===== src/rtl/bdl_pkg.sv =====
`timescale 1ns/1ps
package bdl_pkg;
  localparam int DATA_W = 8;
  localparam int LEN_W  = 2 * DATA_W;

  localparam logic [DATA_W-1:0] SYNC_BYTE    = 8'h55;
  localparam logic [DATA_W-1:0] ACK_BYTE     = 8'hAA;
  localparam logic [DATA_W-1:0] BLANK_BYTE   = 8'hFF;
  localparam logic [DATA_W-1:0] ERA_ERR_BYTE = 8'hFF;
  localparam logic [DATA_W-1:0] LEN_ERR_BYTE = 8'hEE;

  typedef enum logic [3:0] {
    S_IDLE, S_SYNC, S_SCAN_RD, S_SCAN_CK, S_ERASE, S_ERASE_WT,
    S_LEN_HI, S_LEN_LO, S_DATA, S_LEN_ERR, S_FIN, S_TX, S_HALT, S_JUMP
  } st_e;
endpackage


===== src/rtl/bdl_blank_scan.sv =====
`timescale 1ns/1ps
module bdl_blank_scan #(
  parameter int                ADDR_W = 16,
  parameter logic [ADDR_W-1:0] END0   = 'hEF7F,
  parameter logic [ADDR_W-1:0] END1   = 'hF77F
) (
  input  logic              clk_i,
  input  logic              rst_ni,
  input  logic              mode_i,
  input  logic              clr_i,
  input  logic              inc_i,
  output logic [ADDR_W-1:0] addr_o,
  output logic              last_o
);
  logic [ADDR_W-1:0] addr_q;

  always_ff @(posedge clk_i or negedge rst_ni) begin
    if (!rst_ni)    addr_q <= '0;
    else if (clr_i) addr_q <= '0;
    else if (inc_i) addr_q <= addr_q + 1'b1;
  end

  assign addr_o = addr_q;
  assign last_o = (addr_q == (mode_i ? END1 : END0));
endmodule


===== src/rtl/bdl_img_cnt.sv =====
`timescale 1ns/1ps
module bdl_img_cnt #(
  parameter int                ADDR_W = 16,
  parameter int                LEN_W  = 16,
  parameter logic [ADDR_W-1:0] BASE   = 'hF7E0,
  parameter int                BYTES  = 1934
) (
  input  logic              clk_i,
  input  logic              rst_ni,
  input  logic              load_i,
  input  logic [LEN_W-1:0]  len_i,
  input  logic              step_i,
  output logic [ADDR_W-1:0] addr_o,
  output logic              last_o
);
  localparam int OFF_W = $clog2(BYTES);

  logic [LEN_W-1:0] left_q;
  logic [OFF_W-1:0] off_q;

  always_ff @(posedge clk_i or negedge rst_ni) begin
    if (!rst_ni) begin
      left_q <= '0;
      off_q  <= '0;
    end else if (load_i) begin
      left_q <= len_i;
      off_q  <= '0;
    end else if (step_i) begin
      left_q <= left_q - 1'b1;
      off_q  <= off_q + 1'b1;
    end
  end

  assign addr_o = BASE + ADDR_W'(off_q);
  assign last_o = (left_q == LEN_W'(1));
endmodule


===== src/rtl/boot_dl_ctrl.sv =====
`timescale 1ns/1ps
module boot_dl_ctrl
  import bdl_pkg::*;
#(
  parameter int                ADDR_W     = 16,
  parameter logic [ADDR_W-1:0] RAM_BASE   = 'hF7E0,
  parameter int                RAM_BYTES  = 1934,
  parameter logic [ADDR_W-1:0] BLANK_END0 = 'hEF7F,
  parameter logic [ADDR_W-1:0] BLANK_END1 = 'hF77F
) (
  input  logic              clk_i,
  input  logic              rst_ni,
  input  logic              start_i,
  input  logic              mode_i,
  input  logic              rx_valid_i,
  input  logic [7:0]        rx_data_i,
  input  logic              tx_ready_i,
  output logic              tx_valid_o,
  output logic [7:0]        tx_data_o,
  output logic              nvm_rd_o,
  output logic [ADDR_W-1:0] nvm_addr_o,
  input  logic [7:0]        nvm_rdata_i,
  output logic              erase_req_o,
  input  logic              erase_done_i,
  input  logic              erase_fail_i,
  output logic              ram_we_o,
  output logic [ADDR_W-1:0] ram_addr_o,
  output logic [7:0]        ram_wdata_o,
  output logic              jump_o,
  output logic [ADDR_W-1:0] jump_addr_o
);
  localparam logic [LEN_W-1:0] MAX_LEN = LEN_W'(RAM_BYTES);

  st_e               st_q, st_d, ret_q, ret_d;
  logic [DATA_W-1:0] txb_q, txb_d, hi_q, hi_d;
  logic              scan_clr, scan_inc, scan_last;
  logic              img_load, img_step, img_last;
  logic [ADDR_W-1:0] img_addr;
  logic [LEN_W-1:0]  len_full;
  logic              len_bad;
  logic              ram_we_q;
  logic [ADDR_W-1:0] ram_addr_q;
  logic [DATA_W-1:0] ram_wdata_q;

  bdl_blank_scan #(.ADDR_W(ADDR_W), .END0(BLANK_END0), .END1(BLANK_END1)) u_scan (
    .clk_i  (clk_i),
    .rst_ni (rst_ni),
    .mode_i (mode_i),
    .clr_i  (scan_clr),
    .inc_i  (scan_inc),
    .addr_o (nvm_addr_o),
    .last_o (scan_last)
  );

  bdl_img_cnt #(.ADDR_W(ADDR_W), .LEN_W(LEN_W), .BASE(RAM_BASE), .BYTES(RAM_BYTES)) u_img (
    .clk_i  (clk_i),
    .rst_ni (rst_ni),
    .load_i (img_load),
    .len_i  (len_full),
    .step_i (img_step),
    .addr_o (img_addr),
    .last_o (img_last)
  );

  assign len_full = {hi_q, rx_data_i};
  assign len_bad  = (len_full == '0) || (len_full > MAX_LEN);

  always_comb begin
    st_d     = st_q;
    ret_d    = ret_q;
    txb_d    = txb_q;
    hi_d     = hi_q;
    scan_clr = 1'b0;
    scan_inc = 1'b0;
    img_load = 1'b0;
    img_step = 1'b0;
    unique case (st_q)
      S_IDLE: if (start_i) st_d = S_SYNC;
      S_SYNC: if (rx_valid_i && rx_data_i == SYNC_BYTE) begin
        scan_clr = 1'b1;
        st_d     = S_SCAN_RD;
      end
      S_SCAN_RD: st_d = S_SCAN_CK;
      S_SCAN_CK: begin
        if (nvm_rdata_i != BLANK_BYTE) st_d = S_ERASE;
        else if (scan_last) begin
          st_d = S_TX; txb_d = ACK_BYTE; ret_d = S_LEN_HI;
        end else begin
          scan_inc = 1'b1;
          st_d     = S_SCAN_RD;
        end
      end
      S_ERASE: st_d = S_ERASE_WT;
      S_ERASE_WT: begin
        if (erase_fail_i) begin
          st_d = S_TX; txb_d = ERA_ERR_BYTE; ret_d = S_HALT;
        end else if (erase_done_i) begin
          st_d = S_TX; txb_d = ACK_BYTE; ret_d = S_LEN_HI;
        end
      end
      S_LEN_HI: if (rx_valid_i) begin
        hi_d = rx_data_i;
        st_d = S_TX; txb_d = rx_data_i; ret_d = S_LEN_LO;
      end
      S_LEN_LO: if (rx_valid_i) begin
        st_d = S_TX; txb_d = rx_data_i;
        if (len_bad) ret_d = S_LEN_ERR;
        else begin
          img_load = 1'b1;
          ret_d    = S_DATA;
        end
      end
      S_DATA: if (rx_valid_i) begin
        img_step = 1'b1;
        st_d  = S_TX; txb_d = rx_data_i;
        ret_d = img_last ? S_FIN : S_DATA;
      end
      S_LEN_ERR: begin st_d = S_TX; txb_d = LEN_ERR_BYTE; ret_d = S_HALT; end
      S_FIN:     begin st_d = S_TX; txb_d = ACK_BYTE;     ret_d = S_JUMP; end
      S_TX:      if (tx_ready_i) st_d = ret_q;
      S_HALT, S_JUMP: ;
      default:   st_d = S_IDLE;
    endcase
  end

  always_ff @(posedge clk_i or negedge rst_ni) begin
    if (!rst_ni) begin
      st_q  <= S_IDLE;
      ret_q <= S_IDLE;
      txb_q <= '0;
      hi_q  <= '0;
    end else begin
      st_q  <= st_d;
      ret_q <= ret_d;
      txb_q <= txb_d;
      hi_q  <= hi_d;
    end
  end

  // write pulse trails acceptance by one cycle
  always_ff @(posedge clk_i or negedge rst_ni) begin
    if (!rst_ni) begin
      ram_we_q    <= 1'b0;
      ram_addr_q  <= '0;
      ram_wdata_q <= '0;
    end else begin
      ram_we_q <= img_step;
      if (img_step) begin
        ram_addr_q  <= img_addr;
        ram_wdata_q <= rx_data_i;
      end
    end
  end

  assign tx_valid_o  = (st_q == S_TX);
  assign tx_data_o   = txb_q;
  assign nvm_rd_o    = (st_q == S_SCAN_RD);
  assign erase_req_o = (st_q == S_ERASE);
  assign ram_we_o    = ram_we_q;
  assign ram_addr_o  = ram_addr_q;
  assign ram_wdata_o = ram_wdata_q;
  assign jump_o      = (st_q == S_JUMP);
  assign jump_addr_o = RAM_BASE;
endmodule


===== config.mk =====
export PLATFORM = sky130hd
export DESIGN_NAME = boot_dl_ctrl
export DESIGN_NICKNAME = d
export VERILOG_FILES = /design/src/rtl/bdl_pkg.sv /design/src/rtl/bdl_blank_scan.sv /design/src/rtl/bdl_img_cnt.sv /design/src/rtl/boot_dl_ctrl.sv
export SDC_FILE = /design/constraint.sdc
export NUM_CORES = 1
export LEC_CHECK = 0
export BUFFER_PORTS_ARGS = -buffer_cell sky130_fd_sc_hd__buf_4
export CAP_MARGIN = 5
export CELL_PAD_IN_SITES_DETAIL_PLACEMENT = 0
export CELL_PAD_IN_SITES_GLOBAL_PLACEMENT = 1
export CORE_MARGIN = 1
export CORE_UTILIZATION = 39
export DETAILED_ROUTE_END_ITERATION = 12
export PLACE_DENSITY = 0.71
export SYNTH_ARGS = -nofsm -noshare
export SYNTH_HDL_FRONTEND = slang
export SYNTH_SLANG_ARGS = --single-unit

===== constraint.sdc =====
create_clock -name clk_i -period 3.5 [get_ports clk_i]
set_clock_uncertainty 0.1 [all_clocks]
set_input_delay 0.7 -clock clk_i [delete_from_list [all_inputs] [get_ports clk_i]]
set_output_delay 0.7 -clock clk_i [all_outputs]
set_load 0.005 [all_outputs]

Word-level counts from Yosys, hierarchy flattened
Index checks and enable logic that the tools add are counted.
{ "op_classes": {"n_addsub": 4, "order_cmp": 1, "n_eq_ne": 27, "muxes": 42, "bitwise_logic": 1, "n_reduce_logical": 15} }
{ "op_table": {"columns": ["op", "count"], "rows": [
  ["two-way mux 16 bit", 4],
  ["two-way mux 4 bit", 15],
  ["two-way mux 8 bit", 5],
  ["one-hot mux 4 bit (10 select lines)", 1],
  ["one-hot mux 8 bit (5 select lines)", 1],
  ["one-hot mux 4 bit (7 select lines)", 1],
  ["== test 4 bit, second input constant", 6],
  ["two-way mux 11 bit", 2],
  ["adder 16 x 1 -> 16 bit, second input constant", 1],
  ["== test 16 x 1 -> 1 bit, second input constant", 1],
  ["== test 16 bit", 1],
  ["== test 4 x 3 -> 1 bit, second input constant", 4],
  ["> comparator 16 x 11 -> 1 bit, second input constant", 1],
  ["zero test 16 bit", 1],
  ["!= test 2 bit, second input constant", 8],
  ["subtractor 16 x 1 -> 16 bit, second input constant", 1],
  ["adder 13 x 12 -> 14 bit, first input constant", 1],
  ["two-way mux 13 bit", 1],
  ["adder 11 x 1 -> 11 bit, second input constant", 1],
  ["two-way mux 1 bit", 11],
  ["== test 4 x 2 -> 1 bit, second input constant", 2],
  ["== test 8 x 7 -> 1 bit, second input constant", 1],
  ["!= test 8 bit, second input constant", 1],
  ["AND reduction 7 bit", 1],
  ["16 further kinds", 18]
]} }
{ "totals": {"ff_bits": 92, "in_bits": 24, "output_inout_bits": 69} }

Logic depth before layout (Yosys ltp)
Gate-level depths: netlist of run 1.
{ "logic_depth": {"word_depth": 7, "ltp_mapped": 7, "ltp_nobuf": 6} }

Modules after synthesis
Synthesis of run 1 repeated with hierarchy kept, for this count alone.
{ "unflattened": {"cells_unflattened": 496, "hier_area_um2": 5024.8} }
{ "by_module_without_submodules": {"columns": ["module", "instances", "cells_each", "area_per_inst_um2", "seq_area_each_um2"], "rows": [
  ["boot_dl_ctrl", 1, 228, 2513.7, 1226.2],
  ["bdl_img_cnt", 1, 180, 1656.6, 675.6],
  ["bdl_blank_scan", 1, 88, 854.6, 400.4]
]} }

Worst setup path after synthesis of run 1
Ideal clock, no wire load.
{ "synth_timing": {"kind": "input to register", "start": "in mode_i", "end": "reg ret_q[3]", "t_arrival_ns": 2.405, "setup_slack_ns": 0.867, "path_stages": 6, "path_buffers": 1, "path_cell_list": "or3b_1 > a21oi_1 > nand3b_1 > a21oi_2 > buf_4 > mux2_1"} }
{ "synth_between": {"elab_chain_cells": 4} }
{ "synth_rtl": {"columns": ["element", "line", "text"], "rows": [
  ["start: declaration", "boot_dl_ctrl.sv:14", "input logic mode_i,"],
  ["two-way mux 13 bit", "bdl_blank_scan.sv:24", "assign last_o = (addr_q == (mode_i ? END1 : END0));"],
  ["== test 16 bit", "bdl_blank_scan.sv:24", null],
  ["!= test 2 bit (no source line)", null, null],
  ["AND reduction 7 bit (no source line)", null, null],
  ["end signal: assignment", "boot_dl_ctrl.sv:134", "ret_q <= ret_d;"],
  ["end: declaration", "boot_dl_ctrl.sv:34", "st_e st_q, st_d, ret_q, ret_d;"]
]} }
Every way passes these cells.
A chain may end at the register's enable or synchronous reset.

Final worst setup path of run 1
{ "layout_timing": {"start": "reg st_q[1]", "end": "reg txb_q[2] (netlist: tx_data_o[2])"} }
{ "layout_between": {"elab_chain_cells": 4} }
{ "layout_rtl": {"columns": ["element", "line", "text"], "rows": [
  ["start: declaration", "boot_dl_ctrl.sv:34", null],
  ["start signal: assignment", "boot_dl_ctrl.sv:133", "st_q <= st_d;"],
  ["== test 4 bit / == test 4 x 3 -> 1 bit (equally long branches)", "boot_dl_ctrl.sv:77", "unique case (st_q)"],
  ["OR reduction 3 bit (no source line)", null, null],
  ["nonzero test 5 bit (no source line) / != test 2 x 1 -> 1 bit (equally long branches)", null, null],
  ["AND reduction 5 bit (no source line)", null, null],
  ["end signal: assignment", "boot_dl_ctrl.sv:135", "txb_q <= txb_d;"],
  ["end: declaration", "boot_dl_ctrl.sv:35", "logic [DATA_W-1:0] txb_q, txb_d, hi_q, hi_d;"]
]} }
Parallel ways exist; a longest one is shown, timed or not.

==> flow_summary_export.csv, run 1 <==
group,metric,value,unit
floorplanning,core_area,11960,sq um
timing,maxSlewHeadroom,52.39,%
synthesis,yosysTopAreaCell,"dfrtp_1",
worst_setup_path,path_cells,"nand2_1, or4_4, nand3b_1, a21oi_2, buf_4, mux2i_1",
grt,antenna_found_initial,0,
timing,fin_crit,2.932,ns
timing,slew_viol_final,0,
synthesis,yosysWarnings,0,
floorplanning,die_w,112.6,microns
floorplanning,ioPinCount,93,
placement,dp_cells,721,
worst_setup_path,reg2reg_from,"st_q[1]$_DFFE_PN0P_",
cts,clk_latency,0.35,ns
worst_setup_path,required,3.67,ns
synthesis,synth_top_area_share,46.71,%
detailed_routing,wl_per_cell,15.66,microns
cts,cts_num_sinks,89,
placement,gp_congestion,0.8545,
synthesis,netlist_area,4768,sq um
cts,cts-buffers-inserted,9,
synthesis,ys_top_cells_by_count,"dfrtp_1 (89), nand2_1 (75), nor2_1 (42)",
detailed_routing,drt-initial-drc-count,259,
timing,fin_tns_setup,0,ns
placement,dpl_worst_slack,0.5753,ns
grt,grt_use_total,19.26,%
worst_setup_path,crit_start,"st_q[1]$_DFFE_PN0P_",
synthesis,synth_most_common_cell,"dfrtp_1",
cts,cts_tree,"built",
worst_setup_path,worst-path-max-fanout,15,
power,p_leak,0.002668,uW
grt,grt_pass1_wl,19.18,mm
floorplanning,num_rows,40,
worst_setup_path,worstPathArrival,3.11,ns
cts,cts.clk_slew.worst_paths,0.07,ns
cts,clk_path_buf_depth,2,
layout,fin_cells,737,
min_path,hold_class,"in -> async",
worst_setup_path,startpoint_type,"flop",
detailed_routing,vias,3999,
synthesis,synth_edf_count,0,
worst_setup_path,crit_slowest_cell,"or4_4",
layout,nFillCells,1168,
grt,first_global_vias,3827,
synthesis,avgSynthCellArea,9.295,sq um
worst_setup_path,critical_path_class,"reg -> reg",
power,p_per_area,687.5,nW/um^2
timing,setup_violations,0,
cts,hold_buffers,0,
synthesis,async_flop_share,100.0,%
timing,worst_slew_pin_slew,0.7077,ns
floorplanning,design.die.area,12670,sq um
placement,hpwl,7.942,mm
timing,setup_ws,0.5681,ns
grt,grt_start_max_net_pins,90,
synthesis,ys.flop_type,"dfrtp_1",
detailed_routing,firstDrtPassIters,5,
cts,h-tree-depth,3,
job,maxCapViolations,0,
worst_setup_path,max_stage_delay,0.67,ns
layout,area_delta_synth_final,20.83,%
cts,cts_resized,0,
cts,root_buffer,"clkbuf_16",
worst_setup_path,ff2ff_setup_slack,0.57,ns
detailed_routing,drcViolationCount,0,
synthesis,ys_seq_area_share,46.71,%
timing,clock.fmax,0.3411,GHz
power,peakVddDrop,0.4403,mV
timing,layout_worst_path_cycle_share,83.77,%
run_status,status,"completed",
timing,rsz0062_at_grt,"false",
floorplanning,die-height,112.6,microns
detailed_routing,viasPerCell,5.426,
timing,hold_viol_final,0,
synthesis,synth_cells,513,
grt,overflow,0,
cts,post-cts-setup-buffers,0,
layout,drive_gt1_share,20.85,%
detailed_routing,ant_nets,0,
floorplanning,initial_utilization,39.86,%
synthesis,ys_types,59,
synthesis,ys_ff_latch,89,
layout,diodes,0,
worst_setup_path,end_kind,"flop",
detailed_routing,routed_wl,11.55,mm
placement,port_buffers,76,
synthesis,ys_top_cells_by_area,"dfrtp_1 (47%), nand2_1 (5.9%), nor2_1 (3.3%), buf_4 (3.1%), mux2_2 (3.1%)",
layout,finalNetCount,615,
-- metal layers --
layer  vias to the layer above  wire, microns  share of wire (%)  global-route usage (%)
met4                         0            212                1.8                   8.444
met3                        15            419                3.6                   3.348
met1                      1947           5529                 48                   26.19
met2                        96           5384                 47                   30.21
li1                       1941              -                  -                       -
met5                         -              0                  0                       0
-- kinds of logic (layout without fill, tap and decap cells) --
family                     after synthesis  after routing  share of synthesized area [%]
and+or+nand+nor                        210            210                          21.88
xor gates and xnor gates                18             18                          3.306
DFF                                     89             89                          46.71
AOI/OAI and AO/OA                      102            102                          14.12
buffers and inverters                   62            125                          6.796
adders and majority gates                6              6                          1.574
muxes                                   24             24                          5.458
other                                    2             16                         0.1575
-- path summary, 6_finish.rpt --
| kind | to | cells past startpoint |
|---|---|---|
| max | tx_data_o[2]$_DFFE_PN0P_ | 6 |
| min | u_scan.addr_o[5]$_DFFE_PN0P_ | 2 |
| max reg2reg | tx_data_o[2]$_DFFE_PN0P_ | 6 |
| min reg2reg | ram_addr_o[1]$_DFFE_PN0P_ | 2 |
| max in group asynchronous | ram_wdata_o[3]$_DFFE_PN0P_ | 2 |
| min in group clk_i | ram_addr_o[1]$_DFFE_PN0P_ | 2 |
-- sequential cells by signal, indices dropped and copies added, names as in the netlist --
| register | count |
|---|---|
| ram_wdata_o | 8 |
| u_img.left_q | 16 |
| ret_q | 4 |
| u_img.off_q | 11 |
| u_scan.addr_o | 16 |
| hi_q | 8 |
| ram_addr_o | 13 |
| st_q | 4 |
| tx_data_o | 8 |
| ram_we_o | 1 |
-- worst max-delay path: cells and delay by family, from the launching register on --
family	cells	cell delay, ns
simple gates	3	1.21
flops	1	0.63
compound gates	1	0.45
buf+inv	1	0.26
mux	1	0.20
-- layout make-up --
cell class,instances,area (sq um),share of cell area [%]
clock buffer,9,225.2,3.909
sequential,89,2227,38.65
timing repair buffer,86,658.1,11.42
inverter,23,86.33,1.498
tap,147,183.9,3.192
multi-input combinational,376,2278,39.54
clock inverter,7,102.6,1.781
-- through the flow --
step | utilization (%) | area [sq um] | hold slack, ns | power [uW]
finish | 48.17 | 5762 | 0.2604 | 3961
global route | 48.17 | 5762 | 0.3405 | 4238
CTS | 48.17 | 5762 | 0.3102 | 3998
detailed placement | 45.43 | 5434 | 0.3724 | 2913
global placement | 45.43 | 5434 | 0.3624 | 2893
floorplan | - | 4821 | 0.3044 | 2428
-- layout by cell type (no fill, tap or decap), drive strengths merged, types with 4 or more instances in the layout --
cell    netlist  final
a211oi        6      6
a21oi        26     26
a221o         6      6
a31oi         4      4
and3          8      8
buf          24     86
clkbuf       15      9
conb          2     16
dfrtp        89     89
ha            6      6
inv          23     25
mux2         16     16
mux2i         8      8
nand2        75     75
nand2b        6      6
nand3        11     11
nand3b        4      4
nand4         9      9
nor2         42     42
nor3         15     15
nor4          7      7
o21ai        28     28
o31ai         8      8
o41ai         5      5
or3          11     11
or4           5      5
xnor2        14     14
xor2          4      4
-- where the power goes --
part | internal, uW | total (uW) | switching [uW]
clock | 633 | 1060 | 431
sequential | 1310 | 1600 | 285
combinational | 644 | 1300 | 655
Note: power is estimated with default switching activity, not from simulation.
==> run 2, diff against run 1 <==
Settings changed: CORE_UTILIZATION 39 to 38, PLACE_DENSITY 0.71 to 0.72.
Clock period 3.5 ns to 2.4 ns, I/O delays scaled along.
==> flow_summary_export.csv, run 2 (synthesized netlist as in run 1, its figures left out) <==
group,metric,value,unit
run_status,status,"completed",
floorplanning,core_area,12110,sq um
timing,fin_crit,2.323,ns
floorplanning,die_w,114.0,microns
worst_setup_path,end_kind,"flop",
cts,cts_num_sinks,89,
layout,final_cell_mix,"buf_4 (109), dfrtp_1 (89), nand2_1 (75)",
min_path,hold_start,"rx_data_i[7]",
placement,dpl_worst_slack,0.04145,ns
timing,maxSlewHeadroom,64.54,%
placement,dp_cells,770,
worst_setup_path,crit_start,"st_q[2]$_DFFE_PN0P_",
power,p_total,5863,uW
cts,cts_tree,"built",
placement,gp_congestion,0.9095,
layout,drive_gt1_share,24.68,%
layout,area_delta_synth_final,26.34,%
power,p_switching,2030,uW
min_path,min_path_cells,3,
grt,overflow,0,
timing,setup_ws,0.07705,ns
floorplanning,initial_utilization,39.37,%
floorplanning,num_rows,40,
detailed_routing,viasPerCell,5.240,
timing,fin_tns_setup,0,ns
grt,grt_use_total,19.32,%
placement,hpwl,8.616,mm
cts,post-cts-setup-buffers,0,
min_path,hold_class,"in -> reg",
power,p_comb_share,37.8,%
power,pwr-share-seq,38.3,%
floorplanning,design.die.area,13000,sq um
min_path,min_to,"ram_wdata_o[7]$_DFFE_PN0P_",
timing,hold_viol_final,0,
grt,grt_start_max_net_pins,47,
detailed_routing,ant_nets,0,
detailed_routing,wl_per_cell,15.29,microns
floorplanning,die-height,114.0,microns
power,internal_power,3833,uW
cts,cts-buffers-inserted,9,
worst_setup_path,ff2ff_path_depth,6,
power,p_leak,0.002807,uW
placement,port_buffers,76,
timing,layout_worst_path_cycle_share,96.79,%
worst_setup_path,worstPathArrival,2.45,ns
timing,slew_viol_final,0,
layout,fin_cells,788,
job,maxCapViolations,0,
worst_setup_path,worst-path-max-fanout,7,
worst_setup_path,startpoint_type,"flop",
floorplanning,ioPinCount,93,
cts,clk_latency,0.34,ns
worst_setup_path,required,2.53,ns
timing,clock.fmax,0.4305,GHz
worst_setup_path,reg2reg_from,"st_q[2]$_DFFE_PN0P_",
detailed_routing,vias,4129,
grt,first_global_vias,4043,
timing,rsz0062_at_grt,"false",
power,p_per_area,973.2,nW/um^2
cts,root_buffer,"clkbuf_16",
layout,post-route-util,49.74,%
layout,finalNetCount,645,
detailed_routing,drt-initial-drc-count,262,
detailed_routing,firstDrtPassIters,4,
cts,cts.clk_slew.worst_paths,0.06,ns
power,swShare,34.62,%
power,pwr-share-clk,23.9,%
detailed_routing,routed_wl,12.05,mm
timing,worst_slew_pin_slew,0.5299,ns
worst_setup_path,critical_path_class,"reg -> reg",
layout,diodes,0,
grt,antenna_found_initial,0,
grt,grt_pass1_wl,19.80,mm
detailed_routing,drcViolationCount,0,
worst_setup_path,ff2ff_setup_slack,0.08,ns
power,peakVddDrop,0.4319,mV
layout,final_common_cell,"buf_4",
worst_setup_path,reg2reg_to,"ret_q[2]$_DFFE_PN0P_",
cts,clk_path_buf_depth,2,
cts,h-tree-depth,3,
timing,setup_violations,0,
## run 2: per-stage QoR
stage               area [sq um]  hold WS, ns
floorplan                   4830      0.08441
global placement            5692       0.2817
detailed placement          5692       0.2849
CTS                         5991       0.3026
global route                6025       0.3366
finish                      6025       0.3087
## run 2: timing repair
item / 4_1_cts / 5_1_grt
resized for setup: 0 / 6
endpoints found under the hold margin: 17 / 0
setup endpoints to repair: 0 / 20
hold buffers: 1 / 0
## run 2: critical path, cell delays in order, from the launching register on
cell and delay, ns:
dfrtp_1 0.39, or2_4 0.28, or4_4 0.59, nand3b_1 0.22
a21oi_2 0.15, buf_6 0.15, mux2_2 0.34
## run 2: metal layers
| layer | global-route usage [%] | vias up | part of all wire [%] | wire, microns |
|---|---|---|---|---|
| met1 | 25.24 | 2018 | 46 | 5584 |
| met2 | 32.00 | 100 | 49 | 5864 |
| met3 | 3.773 | 11 | 3.8 | 459 |
| met4 | 6.667 | 0 | 1.2 | 139 |
| li1 | - | 2000 | - | - |
| met5 | 0 | - | 0 | 0 |
## run 2: final cells by class
type                    instances  area (sq um)
clock buffers                  11         232.7
clock inverters                 5         56.30
fillers                      1217          6087
inverters                      23         88.84
multi-input cells             377          2307
flip-flops and latches         89          2227
well taps                     168         210.2
repair buffers                115         902.1
## run 2: worst max-delay path by stage
stage | cells past startpoint | end
global route | 6 | ret_q[3]$_DFFE_PN0P_
detailed placement | 8 | u_img.left_q[11]$_DFFE_PN0P_
CTS | 6 | ret_q[2]$_DFFE_PN0P_
finish | 6 | ret_q[2]$_DFFE_PN0P_
floorplan | 6 | ret_q[3]$_DFFE_PN0P_
global placement | 6 | st_q[2]$_DFFE_PN0P_
## run 2: power by group through the flow
| stage | sequential (uW) | combinational, uW | clock, uW |
|---|---|---|---|
| after floorplan | 2220 | 1320 | 0 |
| after global placement | 2250 | 2140 | 0 |
| after detailed placement | 2260 | 2170 | 0 |
| after CTS | 2240 | 2170 | 1440 |
| after global routing | 2310 | 2460 | 1500 |
| final | 2250 | 2220 | 1400 |
==> run 3, diff against run 2 <==
Settings changed: CTS_CLUSTER_DIAMETER set to 60, RECOVER_POWER set to 50.
Clock period 2.4 ns to 2.05 ns, I/O delays scaled along.
==> flow_summary_export.csv, run 3 (synthesized netlist as in run 1, its figures left out) <==
group,metric,value,unit
run_status,status,"finished with violations",
run_status,violations,"setup timing",
power,p_leak,0.003347,uW
worst_setup_path,end_kind,"flop",
cts,clk_path_buf_depth,2,
layout,fin_cells,856,
layout,final_cell_mix,"buf_4 (155), dfrtp_1 (87), nand2_1 (72)",
power,p_total,7657,uW
cts,cts.clk_slew.worst_paths,0.06,ns
cts,cts_tree,"built",
timing,fin_tns_setup,-1.824,ns
detailed_routing,firstDrtPassIters,5,
floorplanning,num_rows,40,
floorplanning,die-height,114.0,microns
min_path,hold_class,"in -> reg",
detailed_routing,vias,4445,
timing,setup_violations,26,
worst_setup_path,startpoint_type,"flop",
placement,dp_cells,819,
grt,grt_start_max_net_pins,33,
layout,area_delta_synth_final,49.72,%
grt,grt_use_total,20.71,%
cts,cts_num_sinks,89,
layout,post-route-util,58.95,%
worst_setup_path,cp.depth,6,
layout,final_common_cell,"buf_4",
timing,slew_viol_final,0,
worst_setup_path,required,2.23,ns
power,pwr-share-seq,34.8,%
detailed_routing,routed_wl,13.55,mm
cts,cts-buffers-inserted,9,
detailed_routing,drt-initial-drc-count,317,
power,p_comb_share,44.4,%
grt,antenna_found_initial,0,
worst_setup_path,crit_top_cell,"or4_4",
grt,overflow,0,
power,swShare,35.03,%
power,p_per_area,1073,nW/um^2
power,internal_power,4975,uW
grt,first_global_vias,4300,
timing,maxSlewHeadroom,40.88,%
detailed_routing,drcViolationCount,0,
layout,drive_gt1_share,41.72,%
worst_setup_path,max_stage_delay,0.45,ns
job,maxCapViolations,0,
floorplanning,die_w,114.0,microns
placement,gp_congestion,0.8320,
power,pwr-share-clk,20.8,%
timing,rsz0062_at_grt,"true",
worst_setup_path,critical_path_class,"reg -> reg",
power,peakVddDrop,0.5553,mV
power,p_switching,2682,uW
min_path,min_path_cells,3,
floorplanning,ioPinCount,93,
placement,port_buffers,76,
floorplanning,design.die.area,13000,sq um
worst_setup_path,crit_family,"simple AND/OR/NAND/NOR gates",
worst_setup_path,path_cells,"or2_1, or4_4, buf_4, a21o_4, or4_4, a21oi_2",
cts,h-tree-depth,3,
detailed_routing,wl_per_cell,15.83,microns
timing,layout_worst_path_cycle_share,106.3,%
timing,fin_crit,2.179,ns
timing,hold_viol_final,0,
worst_setup_path,worst-path-buf-inv,1,
cts,clk_latency,0.35,ns
timing,clock.fmax,0.4589,GHz
detailed_routing,ant_nets,0,
floorplanning,initial_utilization,39.37,%
layout,diodes,0,
timing,worst_slew_pin_slew,0.8868,ns
worst_setup_path,worst-path-max-fanout,7,
detailed_routing,viasPerCell,5.193,
grt,grt_pass1_wl,21.03,mm
timing,setup_ws,-0.1293,ns
layout,nFillCells,1054,
cts,root_buffer,"clkbuf_16",
placement,hpwl,9.177,mm
floorplanning,core_area,12110,sq um
worst_setup_path,crit_slowest_cell,"or4_4",
worst_setup_path,worstPathArrival,2.36,ns
worst_setup_path,ff2ff_path_depth,6,
layout,finalNetCount,714,
-- run 3: cell types whose count changed in the layout (fill, tap and decap cells not counted), moves of 6 or more --
cell	previous run	this run
buf_4	109	155
buf_6	3	13
o21ai_0	28	18
a21oi_1	24	17
a21oi_2	2	9
o21ai_1	0	6
-- run 3: layout make-up --
type	count	area (sq um)	area share, %
multi-input cells	376	2723	38.14
flip-flops and latches	89	2230	31.23
repair buffers	185	1595	22.34
clock buffers	13	270.3	3.785
well taps	168	210.2	2.944
inverters	23	98.84	1.385
clock inverters	2	12.51	0.1753
-- run 3: worst reg2reg max path: cells and delay by family, from the launching register on --
| kind | cells | cell delay [ns] |
|---|---|---|
| DFF | 1 | 0.37 |
| buffers and inverters | 1 | 0.18 |
| AOI/OAI and AO/OA | 2 | 0.35 |
| and+or+nand+nor | 3 | 1.11 |
-- run 3: power by group through the flow --
stage               Combinational, uW  Clock, uW  Sequential [uW]
floorplan                        1610          0             2600
detailed placement               2830          0             2640
global placement                 2780          0             2630
global route                     3690       1700             2730
finish                           3400       1590             2670
CTS                              3040       1630             2630
-- run 3: worst paths after layout --
path                                                 start                       endpoint  slack (ns)
worst max-delay path                   st_q[3]$_DFFE_PN0P_  u_scan.addr_o[15]$_DFFE_PN0P_       -0.13
worst min register to register  ram_wdata_o[3]$_DFFE_PN0P_     ram_wdata_o[3]$_DFFE_PN0P_        0.38
worst min-delay path                          rx_data_i[4]     ram_wdata_o[4]$_DFFE_PN0P_        0.26
max in group asynchronous                           rst_ni    u_img.left_q[2]$_DFFE_PN0P_        0.16
worst max register to register         st_q[3]$_DFFE_PN0P_  u_scan.addr_o[15]$_DFFE_PN0P_       -0.13
min in group asynchronous                           rst_ni   u_scan.addr_o[5]$_DFFE_PN0P_        0.61
-- run 3: layer usage --
metal	global-route usage [%]	part of all wire, %
met2	33.54	50
met3	3.294	3.6
met4	9.004	2.1
met1	27.45	45
met5	0	0
-- run 3: timing repair --
| item | 4_1_cts | 5_1_grt |
|---|---|---|
| endpoints found under the hold margin | 29 | 0 |
| setup buffers | 5 | 12 |
| cloned | 1 | 4 |
| hold buffers | 1 | 0 |
| gates resized for setup | 25 | 95 |
| pin swaps | 4 | 25 |
| setup endpoints to repair | 43 | 59 |
-- run 3: metrics by stage --
step | cell area (sq um) | hold WS [ns] | setup WS, ns
floorplan | 4885 | 0.01441 | -0.1742
global placement | 6102 | 0.2976 | -0.2512
detailed placement | 6102 | 0.2972 | -0.2865
CTS | 6566 | 0.2430 | -0.1515
global route | 7139 | 0.2591 | -0.1878
finish | 7139 | 0.2569 | -0.1293
